--- config.mk ---
export PLATFORM = sky130hd
export DESIGN_NAME = oscfar_detector
export DESIGN_NICKNAME = d
export VERILOG_FILES = /design/src/rtl/oscfar_pkg.sv /design/src/rtl/oscfar_sort_step.sv /design/src/rtl/oscfar_sorter.sv /design/src/rtl/oscfar_window.sv /design/src/rtl/oscfar_detector.sv
export SDC_FILE = /design/constraint.sdc
export NUM_CORES = 2
export LEC_CHECK = 0
export ABC_AREA = 0
export BUFFER_PORTS_ARGS = -buffer_cell sky130_fd_sc_hd__buf_2
export CORE_ASPECT_RATIO = 0.8
export CORE_MARGIN = 8
export CORE_UTILIZATION = 40
export DETAILED_ROUTE_END_ITERATION = 8
export GPL_ROUTABILITY_DRIVEN = 0
export HOLD_SLACK_MARGIN = 0.03
export PLACE_DENSITY = 0.52
export SETUP_SLACK_MARGIN = 0.05
export SYNTH_ARGS = -nofsm -noshare
export SYNTH_HDL_FRONTEND = slang
export SYNTH_HIERARCHICAL = 1
export SYNTH_SLANG_ARGS = --single-unit
--- constraint.sdc ---
create_clock -name clk -period 14.05 [get_ports clk]
set_input_delay 1.405 -clock clk [delete_from_list [all_inputs] [get_ports clk]]
set_output_delay 1.405 -clock clk [all_outputs]
set_load 0.03 [all_outputs]
--- src/rtl/oscfar_pkg.sv ---
package oscfar_pkg;
  localparam int DEF_DW   = 12;
  localparam int DEF_NR   = 4;
  localparam int DEF_NG   = 2;
  localparam int DEF_FW   = 6;
  localparam int DEF_FRAC = 3;
endpackage

--- src/rtl/oscfar_sort_step.sv ---
// One removal/insertion step on an ascending list of tagged entries.
// Entry layout: {valid, value[DW], tag[TW]}; invalid entries sort last.
module oscfar_sort_step #(
  parameter int DW = 12,
  parameter int TW = 5,
  parameter int N  = 8,
  localparam int EW = 1 + DW + TW
) (
  input  logic [N-1:0][EW-1:0] cur,
  input  logic [TW-1:0]        ref_seq,
  input  logic [EW-1:0]        del_e,
  input  logic [EW-1:0]        ins_e,
  output logic [N-1:0][EW-1:0] nxt
);
  // a goes before b: smaller value first, equal values oldest first
  function automatic logic prec(logic [EW-1:0] a, logic [EW-1:0] b, logic [TW-1:0] rs);
    logic [TW-1:0] age_a;
    logic [TW-1:0] age_b;
    age_a = rs - a[TW-1:0];
    age_b = rs - b[TW-1:0];
    if (!a[EW-1]) return 1'b0;
    if (!b[EW-1]) return 1'b1;
    if (a[EW-2:TW] != b[EW-2:TW]) return a[EW-2:TW] < b[EW-2:TW];
    return age_a > age_b;
  endfunction

  logic [N-2:0]          hit;
  logic [N-2:0]          past;
  logic [N-2:0]          lt;
  logic [N-2:0][EW-1:0]  rem;

  always_comb begin
    // removal: exact match on a valid entry, otherwise drop the top slot
    for (int i = 0; i < N-1; i++)
      hit[i] = del_e[EW-1] ? (cur[i] == del_e) : 1'b0;
    past[0] = hit[0];
    for (int i = 1; i < N-1; i++)
      past[i] = past[i-1] | hit[i];
    for (int i = 0; i < N-1; i++)
      rem[i] = past[i] ? cur[i+1] : cur[i];
    // insertion into the N-1 survivors
    for (int i = 0; i < N-1; i++)
      lt[i] = prec(rem[i], ins_e, ref_seq);
    nxt[0] = lt[0] ? rem[0] : ins_e;
    for (int i = 1; i < N-1; i++)
      nxt[i] = lt[i] ? rem[i] : (lt[i-1] ? ins_e : rem[i-1]);
    nxt[N-1] = lt[N-2] ? ins_e : rem[N-2];
  end
endmodule

--- src/rtl/oscfar_sorter.sv ---
// Sorted reference set, two cascaded update steps per accepted sample.
module oscfar_sorter #(
  parameter int DW = 12,
  parameter int TW = 5,
  parameter int N  = 8,
  localparam int EW = 1 + DW + TW
) (
  input  logic                 clk,
  input  logic                 rst_n,
  input  logic                 en,
  input  logic                 clear,
  input  logic [TW-1:0]        ref_seq,
  input  logic [1:0][EW-1:0]   del_e,
  input  logic [1:0][EW-1:0]   ins_e,
  output logic [N-1:0][DW-1:0] s_val,
  output logic [N-1:0]         s_vld
);
  logic [N-1:0][EW-1:0] s_q;
  logic [N-1:0][EW-1:0] s_d;
  logic [N-1:0][EW-1:0] stg [3];

  assign stg[0] = clear ? '0 : s_q;

  for (genvar g = 0; g < 2; g++) begin : g_stage
    oscfar_sort_step #(.DW(DW), .TW(TW), .N(N)) u_step (
      .cur     (stg[g]),
      .ref_seq (ref_seq),
      .del_e   (del_e[g]),
      .ins_e   (ins_e[g]),
      .nxt     (stg[g+1])
    );
  end

  always_comb begin
    s_d = s_q;
    if (en) s_d = stg[2];
  end

  always_ff @(posedge clk or negedge rst_n) begin
    if (!rst_n) s_q <= '0;
    else        s_q <= s_d;
  end

  always_comb begin
    for (int i = 0; i < N; i++) begin
      s_val[i] = s_q[i][EW-2:TW];
      s_vld[i] = s_q[i][EW-1];
    end
  end

  for (genvar g = 0; g < N-1; g++) begin : g_chk
    assert_sorted_order_R10: assert property (@(posedge clk) disable iff (!rst_n)
      s_q[g+1][EW-1] |-> (s_q[g][EW-1] && (s_q[g][EW-2:TW] <= s_q[g+1][EW-2:TW])));
  end
endmodule

--- src/rtl/oscfar_window.sv ---
// Delay line over the whole window; derives the entries that leave and
// enter both halves of the reference set.
module oscfar_window #(
  parameter int DW = 12,
  parameter int NR = 4,
  parameter int NG = 2,
  parameter int TW = 5,
  parameter int CW = 4,
  localparam int D  = NR + NG,
  localparam int W  = 2 * D + 1,
  localparam int EW = 1 + DW + TW
) (
  input  logic          clk,
  input  logic          rst_n,
  input  logic          acc,
  input  logic          restart,
  input  logic [DW-1:0] in_mag,
  output logic [DW-1:0] cut_val,
  output logic [CW-1:0] cnt_q,
  output logic [TW-1:0] seq_q,
  output logic [EW-1:0] lead_old,
  output logic [EW-1:0] lead_new,
  output logic [EW-1:0] trail_old,
  output logic [EW-1:0] trail_new
);
  logic [W-1:0][EW-1:0] win_q, base, win_d;
  logic [CW-1:0]        cnt_d;
  logic [TW-1:0]        seq_d;

  always_comb begin
    base = win_q;
    if (restart)
      for (int i = 0; i < W; i++) base[i][EW-1] = 1'b0;
    trail_new = {1'b1, in_mag, seq_q};
    trail_old = base[NR-1];
    lead_old  = base[W-1];
    lead_new  = base[W-NR-1];
    win_d = win_q;
    cnt_d = cnt_q;
    seq_d = seq_q;
    if (acc) begin
      win_d = {base[W-2:0], trail_new};
      seq_d = seq_q + TW'(1);
      if (restart)                 cnt_d = CW'(1);
      else if (cnt_q != CW'(W))    cnt_d = cnt_q + CW'(1);
    end
  end

  always_ff @(posedge clk or negedge rst_n) begin
    if (!rst_n) begin
      win_q <= '0;
      cnt_q <= '0;
      seq_q <= '0;
    end else begin
      win_q <= win_d;
      cnt_q <= cnt_d;
      seq_q <= seq_d;
    end
  end

  assign cut_val = win_q[D][EW-2:TW];

  assert_cnt_bound_R3: assert property (@(posedge clk) disable iff (!rst_n)
    cnt_q <= CW'(W));
  assert_hold_idle_R9: assert property (@(posedge clk) disable iff (!rst_n)
    !$past(acc) |-> ($stable(cnt_q) && $stable(seq_q)));
endmodule

--- src/rtl/oscfar_detector.sv ---
module oscfar_detector
  import oscfar_pkg::*;
#(
  parameter int DW   = DEF_DW,
  parameter int NR   = DEF_NR,
  parameter int NG   = DEF_NG,
  parameter int FW   = DEF_FW,
  parameter int FRAC = DEF_FRAC,
  localparam int D    = NR + NG,
  localparam int W    = 2 * D + 1,
  localparam int NREF = 2 * NR,
  localparam int TW   = $clog2(W) + 1,
  localparam int CW   = $clog2(W + 1),
  localparam int KW   = $clog2(NREF + 1),
  localparam int THW  = DW + FW,
  localparam int EW   = 1 + DW + TW
) (
  input  logic           clk,
  input  logic           rst_n,
  input  logic           in_valid,
  input  logic           in_first,
  input  logic [DW-1:0]  in_mag,
  input  logic [KW-1:0]  cfg_rank,
  input  logic [FW-1:0]  cfg_scale,
  output logic           out_valid,
  output logic           out_full,
  output logic           out_detect,
  output logic [DW-1:0]  out_cell,
  output logic [THW-1:0] out_thresh
);
  logic restart;
  logic acc_q, acc_d;
  logic [KW-1:0] rank_q, rank_d;
  logic [FW-1:0] scale_q, scale_d;
  logic [DW-1:0] cut_val;
  logic [CW-1:0] cnt_q;
  logic [TW-1:0] seq_q;
  logic [EW-1:0] lead_old, lead_new, trail_old, trail_new;
  logic [NREF-1:0][DW-1:0] s_val;
  logic [NREF-1:0]         s_vld;
  logic [DW-1:0]  stat;
  logic [THW-1:0] prod, thr;
  logic           full_w;

  assign restart = in_valid & in_first;

  oscfar_window #(.DW(DW), .NR(NR), .NG(NG), .TW(TW), .CW(CW)) u_win (
    .clk, .rst_n, .acc(in_valid), .restart, .in_mag,
    .cut_val, .cnt_q, .seq_q,
    .lead_old, .lead_new, .trail_old, .trail_new
  );

  oscfar_sorter #(.DW(DW), .TW(TW), .N(NREF)) u_sort (
    .clk, .rst_n, .en(in_valid), .clear(restart), .ref_seq(seq_q),
    .del_e({trail_old, lead_old}),
    .ins_e({trail_new, lead_new}),
    .s_val, .s_vld
  );

  // next state: rank and scale captured at line start, rank clamped
  always_comb begin
    acc_d   = in_valid;
    rank_d  = rank_q;
    scale_d = scale_q;
    if (restart) begin
      scale_d = cfg_scale;
      if (cfg_rank == '0)               rank_d = KW'(1);
      else if (cfg_rank > KW'(NREF))    rank_d = KW'(NREF);
      else                              rank_d = cfg_rank;
    end
  end

  always_ff @(posedge clk or negedge rst_n) begin
    if (!rst_n) begin
      acc_q   <= 1'b0;
      rank_q  <= KW'(1);
      scale_q <= '0;
    end else begin
      acc_q   <= acc_d;
      rank_q  <= rank_d;
      scale_q <= scale_d;
    end
  end

  always_comb begin
    stat = '0;
    for (int i = 0; i < NREF; i++)
      if (rank_q == KW'(i + 1)) stat = s_val[i];
    prod   = THW'(stat) * THW'(scale_q);
    thr    = prod >> FRAC;
    full_w = (cnt_q == CW'(W));
    out_valid  = acc_q && (cnt_q > CW'(D));
    out_full   = out_valid && full_w;
    out_cell   = out_valid ? cut_val : '0;
    out_thresh = out_full ? thr : '0;
    out_detect = out_full && (THW'(cut_val) > thr);
  end

  assert_full_set_R3: assert property (@(posedge clk) disable iff (!rst_n)
    (cnt_q == CW'(W)) |-> (&s_vld));
  assert_rank_range_R7: assert property (@(posedge clk) disable iff (!rst_n)
    (rank_q >= KW'(1)) && (rank_q <= KW'(NREF)));
  assert_rank_hold_R6: assert property (@(posedge clk) disable iff (!rst_n)
    !$past(in_valid && in_first) |-> ($stable(rank_q) && $stable(scale_q)));
  assert_detect_full_R5: assert property (@(posedge clk) disable iff (!rst_n)
    out_detect |-> out_full);
  assert_valid_after_accept_R9: assert property (@(posedge clk) disable iff (!rst_n)
    out_valid |-> $past(in_valid));
endmodule

==> impl_results.md <==
* CTS Root Cell: clkbuf_16
* Vias in the first global route at 32230
* Hold Crit Start: u_win/win_q[17]$_DFFE_PN0P_
* Syn_area_per_cell at 9.733 um^2
* Hold WC Path Type: flop to flop
* DRT antenna net count at 0
* Gr usage total at 27.51%
* Clock slew at reported path FFs at 60 ps
* Largest net degree at the start of global routing at 161
* Cell Area, Synth at 41110 um^2
* First-pass GRT wire length at 231.3 mm
* Setup TNS at 0 ps
* CP peak stage delay at 780 ps
* Hold buffers post-CTS at 0
* Ports at 59
* Yosys warns at 6
* Max-cap viol count at 0
* Vias post-DR at 33890
* R2R Path End: u_sort/s_q[37]$_DFFE_PN0P_
* Port Buffer Count at 55
* Post-CTS setup buffer count at 0
* Setup-failing EPs final at 0
* Hold Path End: u_win/win_q[17]$_DFFE_PN0P_
* Share of layout cells above drive strength 1 at 23.66%
* R2R cell count at 42
* Die X at 374.4 um
* RSZ-0062 raised after global routing: false
* Initial DRC count at 4820
* Crit. End Element: flop
* Nets at 4506
* Status: completed
* Rows at 105
* Total gr overflow at 0
* Fin Clk Skew at 49.34 ps
* CP Data Arrival Time at 13490 ps
* Antenna violations before repair at 7
* Vias per cell at 6.201
* Worst Tran Pin Value at 1190 ps
* Drc violations at 0
* Critical path launch point type: input pin
* CP max-delay cell: nor2b_1
* Final hold vios at 0
* Die ar. at 113400 um^2
* Final min period at 12990 ps
* Clk buf depth at 3
* Num Clock Sinks at 398
* Latest clock arrival within the worst-skew pair at 630 ps
* Synth Instances at 4224
* Pre-antenna DRT Iters at 7
* Die H at 302.8 um
* TritonCTS clock tree: built
* Routed len/inst at 29.74 um
* H-tree depth at 2
* R2R setup slack at 2260 ps
* TritonCTS buffer count at 48
* Total Wirelength at 162.5 mm
* Worst hold path depth at 1
* # fillers at 10130
* Total core area at 102200 um^2
* Critical Path RT at 14560 ps
* Post-CTS sizing at 0
* Worst r2r src: u_win/win_q[233]$_DFFE_PN0P_
* Max-slew headroom at 20.67%
* Max-slew violations at 0
* Area growth syn-to-layout at 5.451%
* Fin crit share at 92.44%
* Worst-path maximum fanout at 54
* Dpl hpwl at 129.4 mm
* Worst hold slack at 465.5 ps
* Final core utilization at 42.42%
* Crit Path Class: input pin to flop
* Initial Util at 40.22%
* Top achievable clock speed at 0.07699 GHz
-- flip-flops by register name, indices dropped and copies added (netlist names) --
register	count
u_win/base	158
u_win/lead_new	17
u_win/seq_q	5
u_sort/s_q	40
rank_q	4
u_sort/s_vld	8
scale_q	6
u_win/trail_old	17
u_sort/s_val	96
u_win/lead_old	17
u_win/win_q	13
u_win/cnt_q	4
acc_q	1
u_win/cut_val	12
-- worst max-delay path by stage --
stage | startpoint | to | slack [ps] | cells past startpoint
after CTS | in_valid | u_sort/s_val[83]$_DFFE_PN0P_ | 1490 | 52
after global routing | in_valid | u_sort/s_val[78]$_DFFE_PN0P_ | 600 | 51
after floorplan | in_valid | u_sort/s_q[110]$_DFFE_PN0P_ | 1950 | 54
after detailed placement | in_valid | u_sort/s_val[83]$_DFFE_PN0P_ | 850 | 52
final | in_valid | u_sort/s_val[78]$_DFFE_PN0P_ | 1060 | 52
after global placement | in_valid | u_sort/s_val[78]$_DFFE_PN0P_ | 940 | 52
-- critical path: cells and delay by family --
| kind | cells | cell delay (ps) |
|---|---|---|
| and+or+nand+nor | 11 | 2740 |
| buffers and inverters | 8 | 1350 |
| xor gates and xnor gates | 6 | 1050 |
| muxes | 5 | 1370 |
| adders and majority gates | 6 | 1820 |
| AOI/OAI and AO/OA | 16 | 3680 |
-- per-stage QoR --
stage	instance area (um^2)	setup slack [ps]	cells
after floorplan	41120	1946	4226
after global placement	41690	938.9	5371
after detailed placement	41690	845.7	5371
after CTS	43340	1490	5458
after global routing	43340	603.1	5458
final	43350	1062	5465
-- metal layers --
layer,global-route usage [%],vias to the layer above,wire length (um)
met5,0,-,22
met4,8.100,4,5684
met1,40.39,16640,73250
li1,-,14770,-
met2,36.32,2119,60700
met3,10.97,358,22890
-- cells in the final DEF, fill, tap and decap left out, types with 28 or more instances in the layout --
cell type	n
mux2_2	511
dfrtp_1	396
ha_1	339
mux2i_1	252
nand2_1	230
a21oi_1	193
inv_1	187
xor2_1	185
nor2_1	171
buf_4	154
o21ai_0	149
nor2b_1	144
xnor2_1	129
a21o_1	83
mux2_4	73
nor4_1	70
nand4_1	67
fa_1	57
buf_2	53
o22ai_1	48
clkbuf_16	48
and2_1	43
nand3_1	41
nor3_1	28
-- area by class of cell --
cell class / count / area (um^2) / area share [%]
Multi-Input combinational cell: 3230 / 27730 / 63.97
Sequential cell: 398 / 9962 / 22.98
Tap cell: 1337 / 1673 / 3.859
Timing Repair Buffer: 217 / 1612 / 3.717
Clock buffer: 65 / 1375 / 3.172
Inverter: 189 / 711.9 / 1.642
Clock inverter: 22 / 269.0 / 0.6205
Antenna cell: 7 / 17.52 / 0.04040
Power is not shown: default switching activity piles up to over one toggle a cycle in this logic, so the estimate is an artifact.
